## config.mk

```make
export PLATFORM = sky130hd
export DESIGN_NAME = mul_array4
export DESIGN_NICKNAME = d
export VERILOG_FILES = /design/src/rtl/mul_array_pkg.sv /design/src/rtl/mul_array_cell.sv /design/src/rtl/mul_array_row.sv /design/src/rtl/mul_array4.sv
export SDC_FILE = /design/constraint.sdc
export NUM_CORES = 1
export LEC_CHECK = 0
export ABC_AREA = 1
export BUFFER_PORTS_ARGS = -buffer_cell sky130_fd_sc_hd__buf_2
export CORE_AREA = 5 5 42 44
export DETAILED_ROUTE_END_ITERATION = 8
export DIE_AREA = 0 0 47 49
export PLACE_DENSITY = 0.73
export SYNTH_ARGS = -nofsm -noshare
export SYNTH_HDL_FRONTEND = slang
export SYNTH_HIERARCHICAL = 1
export SYNTH_SLANG_ARGS = --single-unit
```

## constraint.sdc

```tcl
create_clock -name vclk -period 17.2
set_input_delay 2.58 -clock vclk [all_inputs]
set_output_delay 2.58 -clock vclk [all_outputs]
set_load 0.02 [all_outputs]
```

## src/rtl/mul_array_pkg.sv

```systemverilog
package mul_array_pkg;
    // Default operand width for the array
    localparam int unsigned OPERAND_W = 4;
    // Product width derived from the operand width
    localparam int unsigned PRODUCT_W = 2 * OPERAND_W;
endpackage

```

## src/rtl/mul_array_cell.sv

```systemverilog
module mul_array_cell (
    input  logic x_bit,
    input  logic y_bit,
    input  logic sum_in,
    input  logic carry_in,
    output logic sum_out,
    output logic carry_out
);
    logic pp_bit;

    always_comb begin
        pp_bit    = x_bit & y_bit;
        sum_out   = pp_bit ^ sum_in ^ carry_in;
        carry_out = (pp_bit & sum_in) | (pp_bit & carry_in) | (sum_in & carry_in);
    end

    always_comb begin

        cell_sum_chk: assert ({1'b0, carry_out} * 2'd2 + {1'b0, sum_out} ==
                              {1'b0, x_bit & y_bit} + {1'b0, sum_in} + {1'b0, carry_in})
            else $error("cell output does not match bit count");
    end
endmodule

```

## src/rtl/mul_array_row.sv

```systemverilog
module mul_array_row #(
    parameter int unsigned W = mul_array_pkg::OPERAND_W
) (
    input  logic [W-1:0] mcand,
    input  logic         mplier_bit,
    input  logic [W-1:0] sum_word_in,
    input  logic         row_carry_in,
    output logic [W-1:0] sum_word_out,
    output logic         row_carry_out
);
    logic [W:0] ripple;

    assign ripple[0] = row_carry_in;

    for (genvar j = 0; j < W; j++) begin : g_cell
        mul_array_cell u_cell (
            .x_bit     (mcand[j]),
            .y_bit     (mplier_bit),
            .sum_in    (sum_word_in[j]),
            .carry_in  (ripple[j]),
            .sum_out   (sum_word_out[j]),
            .carry_out (ripple[j+1])
        );
    end

    assign row_carry_out = ripple[W];

    logic [W:0] row_expect;
    always_comb begin
        row_expect = {1'b0, mcand & {W{mplier_bit}}} + {1'b0, sum_word_in}
                   + (W+1)'(row_carry_in);

        row_total_chk: assert ({row_carry_out, sum_word_out} == row_expect)
            else $error("row result does not match its inputs");
    end
endmodule

```

## src/rtl/mul_array4.sv

```systemverilog
module mul_array4 #(
    parameter int unsigned W = mul_array_pkg::OPERAND_W
) (
    input  logic [W-1:0]   op_a,
    input  logic [W-1:0]   op_b,
    output logic [2*W-1:0] product
);
    localparam int unsigned PW = 2 * W;

    logic [W-1:0][W-1:0] row_sum;
    logic [W-1:0][W-1:0] row_sin;
    logic [W-1:0]        row_co;

    for (genvar i = 0; i < W; i++) begin : g_row
        if (i == 0) begin : g_first
            // top edge: no incoming sums
            assign row_sin[i] = '0;
        end else begin : g_next
            // sums shift one column right; previous carry-out enters the top column
            assign row_sin[i] = {row_co[i-1], row_sum[i-1][W-1:1]};
        end

        mul_array_row #(.W(W)) u_row (
            .mcand         (op_a),
            .mplier_bit    (op_b[i]),
            .sum_word_in   (row_sin[i]),
            .row_carry_in  (1'b0),
            .sum_word_out  (row_sum[i]),
            .row_carry_out (row_co[i])
        );

        assign product[i] = row_sum[i][0];
    end

    assign product[PW-1:W] = {row_co[W-1], row_sum[W-1][W-1:1]};

    always_comb begin

        full_product_chk: assert (product == PW'(op_a) * PW'(op_b))
            else $error("product differs from operand product");

        lsb_and_chk: assert (product[0] == (op_a[0] & op_b[0]))
            else $error("product lsb wrong");

        zero_operand_chk: assert (!((op_a == '0) || (op_b == '0)) || (product == '0))
            else $error("zero operand gave nonzero product");
    end
endmodule

```

### After elaboration in Yosys (flattened, before gate mapping)

Index checks and enable logic that the tools add are counted.

| word-level totals | value |
|---|---|
| output and inout bits | 8 |
| flip-flop bits (word level) | 0 |
| logic and storage cells | 80 |
| input port bits | 8 |

| operators by class | value |
|---|---|
| bitwise operators | 80 |

Operator list:

| operator | count |
|---|---|
| 1-bit bitwise AND | 44 |
| 1-bit XOR | 20 |
| 1-bit OR | 16 |

### Depth between registers and ports, before layout

Gate-level depths: netlist of the first run.

| logic depth | value |
|---|---|
| depth after elaboration | 20 |
| mapped depth | 31 |
| gate-level depth less buffers | 30 |

### By module

The synthesis of the first run kept the hierarchy.

Modules (own cells, without submodules):

| module | cells an instance | instances | area each (um2) | sequential area each (um2) |
|---|---|---|---|---|
| mul_array_cell | 6 | 16 | 38.8 | 0.0 |
| mul_array4 | 2 | 1 | 11.3 | 0.0 |

### Worst setup path after synthesis of the first run

OpenSTA, ideal clock, no wires.

| timing path | value |
|---|---|
| kind | in2out |
| start | in op_a[1] |
| end | out product[6] |
| cell stages on the path | 27 |
| path buffers | 0 |
| arrival | 7.213 ns |
| slack | 7.407 ns |
| required time | 14.620 ns |
| path through | nand2_1 -> fa_1 -> inv_1 -> inv_1 -> fa_1 -> inv_1 -> inv_1 -> fa_1 -> inv_1 -> inv_1 -> fa_1 -> inv_1 -> inv_1 -> fa_1 -> inv_1 -> inv_1 -> fa_1 -> inv_1 -> inv_1 -> fa_1 -> inv_1 -> inv_1 -> fa_1 -> inv_1 -> inv_1 -> fa_1 -> inv_1 |

RTL lines:

| what | line | source |
|---|---|---|
| from (decl) | mul_array4.sv:4 | `input logic [W-1:0] op_a,` |
| to (decl) | mul_array4.sv:6 | `output logic [2*W-1:0] product` |

==> results of run 1 <==
## per-layer routing
| layer | routed length [um] | track usage |
|---|---|---|
| met2 | 511 | 0.1833 |
| met5 | 0 | 0 |
| met1 | 308 | 0.1124 |
| met4 | 0 | 0 |
| met3 | 62 | 0.007380 |
## worst max-delay path by stage
stage	endpoint	slack [ns]
detailed placement	product[6]	7.00
global route	product[6]	6.65
CTS	product[6]	6.99
floorplan	product[6]	7.41
global placement	product[6]	7.11
finish	product[6]	7.03
## logic make-up (layout without fill, tap and decap cells)
| kind of cell | Yosys count | count (layout) | share of synthesized area |
|---|---|---|---|
| buffers and inverters | 65 | 80 | 0.3921 |
| adders and majority gates | 16 | 16 | 0.5069 |
| and+or+nand+nor | 16 | 16 | 0.09505 |
| other | 1 | 8 | 0.005935 |
## metrics by stage
stage / utilization / total power, mW / area [um^2] / worst slack [ns] / hold WS, ns
after floorplan: - / 0.05111 / 658.1 / 7.407 / 5.447
after global routing: 0.5357 / 0.08093 / 750.7 / 6.648 / 5.717
after global placement: 0.5357 / 0.06568 / 750.7 / 7.106 / 5.674
after detailed placement: 0.5357 / 0.06827 / 750.7 / 7.004 / 5.678
after CTS: 0.5357 / 0.06847 / 750.7 / 6.992 / 5.678
final: 0.5357 / 0.06666 / 750.7 / 7.028 / 5.675
## cell usage in the layout, fill, tap and decap left out
cell / netlist / layout
nand2_1: 16 / 16
inv_1: 64 / 64
conb_1: 1 / 8
buf_2: 0 / 16
fa_1: 16 / 16
## layout make-up
type | instances | area [um^2]
fill | 151 | 650.6
multi-input combinational | 40 | 410.4
inverter | 64 | 240.2
tap | 16 | 20.02
timing repair buffer | 16 | 80.08
## power by group
| part | internal, mW | switching, mW |
|---|---|---|
| logic | 0.0234 | 0.0433 |
| registers | 0 | 0 |
| clock network | 0 | 0 |
## critical path: cells and delay by family
kind	cells	cell delay [ns]
and+or+nand+nor	1	0.07
buffers and inverters	19	1.19
adders and majority gates	9	3.76
==> flow_metrics.tcl, run 1 <==
set metrics [dict create \
    first_pass_iters 1 \
    synth_most_common_cell "inv_1" \
    ys_types 5 \
    powerDensity_nw_per_um2 88.80 \
    cp_max_fo 4 \
    slowest_delay_ns 0.50 \
    drt_wl_total_um 883 \
    antenna_found_initial 0 \
    synth_top_area_frac 0.5069 \
    max_freq_mhz 98.31 \
    io_buffers 16 \
    wire_per_inst_um 6.493 \
    hpwl_um 878.2 \
    whs_endpoint "product[2]" \
    final-setup-viol-count 0 \
    crit_top_cell "inv_1" \
    nNetsFinal 146 \
    period_share 0.5914 \
    ios 16 \
    grt_max_degree 5 \
    coreArea_um2 1401 \
    die_h_um 49 \
    start_util 0.4509 \
    slowest_stage "fa_1" \
    cts_setup_buffers 0 \
    grt_pass1_vias 487 \
    cts-resized-gates 0 \
    gp_congestion 0.6753 \
    rows 14 \
    seq_cell_count 0 \
    critPathArrivalTime_ns 7.59 \
    drtIter0Drc 0 \
    fp.dieArea_um2 2303 \
    synthTopCellsByArea "fa_1 (51%), inv_1 (38%), nand2_1 (9.5%)" \
    status "finished clean" \
    seq_area_um2 0 \
    maxCapViolations 0 \
    p_leak_nw 0.5253 \
    period_needed_ns 10.17 \
    synth_cells 98 \
    cp-start-kind "primary input" \
    ys_seq_area_frac 0 \
    yosys.area.top_type "fa_1" \
    ys_warn_count 6 \
    synth_commonest_cells "inv_1 (64), fa_1 (16), nand2_1 (16), buf_4 (1), conb_1 (1)" \
    final_max_slew_viol_count 0 \
    cp.required_ns 14.62 \
    cts_hold_buf 0 \
    dp_cells 136 \
    finalHoldViolations 0 \
    finalSetupTns_ns 0 \
    avgViaCountPerCell 3.676 \
    drive_gt1_frac 0.1333 \
    globalRouteTotalUtil 0.09422 \
    syn_area_um2 631.9 \
    ant_nets 0 \
    min_path_type "primary input to primary output" \
    route.detailed.drc 0 \
    min_path_cells 5 \
    final_cell_count_no_fill 136 \
    fp.dieW_um 47 \
    rsz0062_at_grt "no" \
    avgSynthCellArea_um2 6.448 \
    end_kind "primary output" \
    antennaDiodeCount 0 \
    startpoint "op_b[0]" \
    grt_remaining_overflow 0 \
    via_count 500 \
    syn_to_final_growth_pct 18.81 \
    peakVddDrop_v 0.00006603 \
    grt_pass1_wl_mm 1.738 \
    clkbuf_count 0 \
    hold_start "op_b[2]" \
    critPathKind "primary input to primary output" \
]
(Power assumes the default switching activity.)
==> inputs of run 2 (changes only) <==
Settings changed: PLACE_DENSITY 0.73 to 0.75.
Clock period 17.2 ns to 8.35 ns, I/O delays scaled along.
==> run 2 against run 1 <==
Total power increased by 110%. Via count fell by 0.60%. First-iteration DRC count is 1 higher. Critical endpoint unchanged. Highest routed layer unchanged.
==> flow_metrics.tcl, run 2 (synthesis results as in run 1) <==
set metrics [dict create \
    status "finished clean" \
    critPathKind "primary input to primary output" \
    nNetsFinal 146 \
    grt_pass1_wl_mm 1.676 \
    critPathArrivalTime_ns 6.23 \
    finalHoldViolations 0 \
    rows 14 \
    period_share 0.8956 \
    clkbuf_count 0 \
    io_buffers 16 \
    gp_congestion 0.6798 \
    drtIter0Drc 1 \
    maxCapViolations 0 \
    cp_max_fo 4 \
    max_freq_mhz 133.7 \
    antenna_found_initial 0 \
    cts-resized-gates 0 \
    seq_area_um2 0 \
    fin_util 0.5357 \
    ios 16 \
    grt_remaining_overflow 0 \
    slowest_stage "fa_1" \
    fp.dieW_um 47 \
    cts_hold_buf 0 \
    ant_nets 0 \
    layout_commonest_cell "inv_1" \
    drive_gt1_frac 0.1333 \
    fp.dieArea_um2 2303 \
    coreArea_um2 1401 \
    min_path_type "primary input to primary output" \
    globalRouteTotalUtil 0.09195 \
    final_cell_mix "inv_1 (64), nand2_1 (16), fa_1 (16), buf_2 (16), conb_1 (8)" \
    start_util 0.4509 \
    grt_pass1_vias 501 \
    fillers 155 \
    setup_slack_ns 0.8717 \
    peakVddDrop_v 0.0001375 \
    crit_top_cell "inv_1" \
    wire_per_inst_um 6.507 \
    via_count 497 \
    p_leak_nw 0.5253 \
    syn_to_final_growth_pct 18.81 \
    avgViaCountPerCell 3.654 \
    cts_setup_buffers 0 \
    final-setup-viol-count 0 \
    antennaDiodeCount 0 \
    grt_max_degree 5 \
    seq_cell_count 0 \
    die_h_um 49 \
    place_ws_ns 0.8382 \
    rsz0062_at_grt "no" \
    cp-start-kind "primary input" \
    period_needed_ns 7.478 \
    multi_input_comb_area_um2 410.4 \
    slowest_delay_ns 0.50 \
    cp.required_ns 7.10 \
    drt_wl_total_um 885 \
    route.detailed.drc 0 \
    powerDensity_nw_per_um2 183.4 \
    end_kind "primary output" \
    hpwl_um 886.1 \
    first_pass_iters 2 \
    final_max_slew_viol_count 0 \
    finalSetupTns_ns 0 \
]
==> run 2: critical path, delay by kind of cell <==
family                   cells  cell delay [ns]
buffers and inverters       19             1.16
AND/OR/NAND/NOR              1             0.07
adder cells (fa/ha/maj)      9             3.76
==> run 2: layout make-up <==
class	instances	share of cell area
well taps	16	0.02667
multi-input cells	40	0.5467
repair buffers	16	0.1067
inverters	64	0.3200
==> run 2: path summary, 6_finish.rpt <==
kind                         end  startpoint  slack (ns)  cells after the start
worst min-delay path  product[2]     op_b[2]        3.02                      5
worst max-delay path  product[6]     op_a[1]        0.87                     29
==> run 2: metal layers <==
metal / vias to the layer above / wire (um) / global-route usage
li1: 264 / - / -
met5: - / 0 / 0
met2: 9 / 537 / 0.2036
met1: 224 / 302 / 0.08676
met4: 0 / 0 / 0
met3: 0 / 45 / 0.003690
==> run 2: power breakdown <==
group          leakage (nW)  internal, mW  switching, mW  total, mW
Sequential                0             0              0          0
Clock                     0             0              0          0
Combinational         0.525        0.0484         0.0892      0.138
Total                 0.525        0.0484         0.0892      0.138
==> run 2: through the flow <==
step / std cells / hold WS, ns / cell area, um^2 / power (mW)
4_1_cts: 136 / 3.028 / 750.7 / 0.1414
6_report: 136 / 3.024 / 750.7 / 0.1377
5_1_grt: 136 / 3.060 / 750.7 / 0.1654
2_1_floorplan: 105 / 2.792 / 658.1 / 0.1053
3_5_place_dp: 136 / 3.028 / 750.7 / 0.1410
3_3_place_gp: 136 / 3.019 / 750.7 / 0.1353
==> inputs of run 3 (changes only) <==
Settings changed: PLACE_DENSITY 0.75 to 0.73.
Clock period 8.35 ns to 7.12 ns, I/O delays scaled along.
==> run 3 against run 2 <==
Total power grew 27%. Sequential share of layout area is the same. Global-route usage grew 0.58 points. Design area grew 4.7%. Non-clock buffer count grew 1. Setup slack lost 0.58 ns. Hold slack lost 0.36 ns. Via count grew 2.6%.
==> flow_metrics.tcl, run 3 (synthesis results as in run 1) <==
set metrics [dict create \
    via_count 510 \
    dpl_cell_area_um2 758.2 \
    critPathArrivalTime_ns 5.76 \
    grt_max_degree 5 \
    rsz0062_at_grt "no" \
    slowest_stage "fa_2" \
    first_pass_iters 3 \
    nNetsFinal 147 \
    status "finished clean" \
    final-setup-viol-count 0 \
    final_cell_mix "inv_1 (58), nand2_1 (16), buf_2 (14), fa_2 (9), conb_1 (8)" \
    max_freq_mhz 146.4 \
    dp_cells 137 \
    die_h_um 49 \
    final_cell_count_no_fill 137 \
    ant_nets 0 \
    grt_pass1_wl_mm 1.773 \
    avgViaCountPerCell 3.723 \
    globalRouteTotalUtil 0.09772 \
    drt_wl_total_um 938 \
    seq_area_um2 0 \
    grt_remaining_overflow 0 \
    whs_ns 2.661 \
    finalHoldViolations 0 \
    gp_congestion 0.6779 \
    setup_slack_ns 0.2893 \
    fp.dieArea_um2 2303 \
    design_area_um2 785.8 \
    min_path_type "primary input to primary output" \
    place_ws_ns -0.03843 \
    p_total_mw 0.1747 \
    drive_gt1_frac 0.2645 \
    powerDensity_nw_per_um2 222.4 \
    crit_top_cell "inv_1" \
    critPathKind "primary input to primary output" \
    wire_per_inst_um 6.847 \
    peakVddDrop_v 0.0001744 \
    p_leak_nw 0.5198 \
    syn_to_final_growth_pct 24.36 \
    cp_max_fo 4 \
    antenna_found_initial 0 \
    layout_commonest_cell "inv_1" \
    seq_cell_count 0 \
    drtIter0Drc 1 \
    cp-start-kind "primary input" \
    final_max_slew_viol_count 0 \
    coreArea_um2 1401 \
    hpwl_um 916.3 \
    ios 16 \
    fillers 149 \
    period_share 0.9594 \
    slowest_delay_ns 0.50 \
    cp.required_ns 6.05 \
    rows 14 \
    grt_pass1_vias 475 \
    clkbuf_count 0 \
    start_util 0.4509 \
    antennaDiodeCount 0 \
    route.detailed.drc 0 \
    io_buffers 16 \
    period_needed_ns 6.831 \
    end_kind "primary output" \
    fp.dieW_um 47 \
    maxCapViolations 0 \
]
==> run 3: path summary, 6_finish.rpt <==
kind / startpoint / to / depth (start not counted)
setup / recovery: op_a[1] / product[6] / 29
hold / removal: op_a[3] / product[7] / 5
==> run 3: report_power, final <==
group | switching [mW] | total, mW | internal (mW)
Sequential | 0 | 0 | 0
Clock | 0 | 0 | 0
Combinational | 0.110 | 0.175 | 0.0644
Total | 0.110 | 0.175 | 0.0644
==> run 3: metrics by stage <==
step                        util  setup TNS, ns
after floorplan                -              0
after global placement    0.5411              0
after detailed placement  0.5411       -0.03843
after CTS                 0.5464              0
after global routing      0.5607              0
final                     0.5607              0
==> run 3: area by class of cell <==
class	count	area, um^2	share of cell area
Timing Repair Buffer	17	92.59	0.1178
Tap cell	16	20.02	0.02548
Inverter	64	240.2	0.3057
Multi-Input combinational cell	40	432.9	0.5510
==> run 3: routing by layer <==
| layer | track usage | routed length (um) |
|---|---|---|
| met2 | 0.1968 | 568 |
| met5 | 0 | 0 |
| met1 | 0.1098 | 313 |
| met3 | 0.007380 | 56 |
| met4 | 0 | 0 |
==> run 3: repair_timing <==
action	CTS	global route
buffers inserted	0	0
endpoints found under the setup margin	1	2
endpoints found under the hold margin	0	0
hold buffers	0	0
pin swaps	1	6
gates resized for setup	3	14
==> run 3: worst max-delay path, delay by kind of cell <==
family / cells / cell delay [ns]
adder cells (fa/ha/maj): 9 / 3.55
buffers and inverters: 19 / 1.06
AND/OR/NAND/NOR: 1 / 0.06
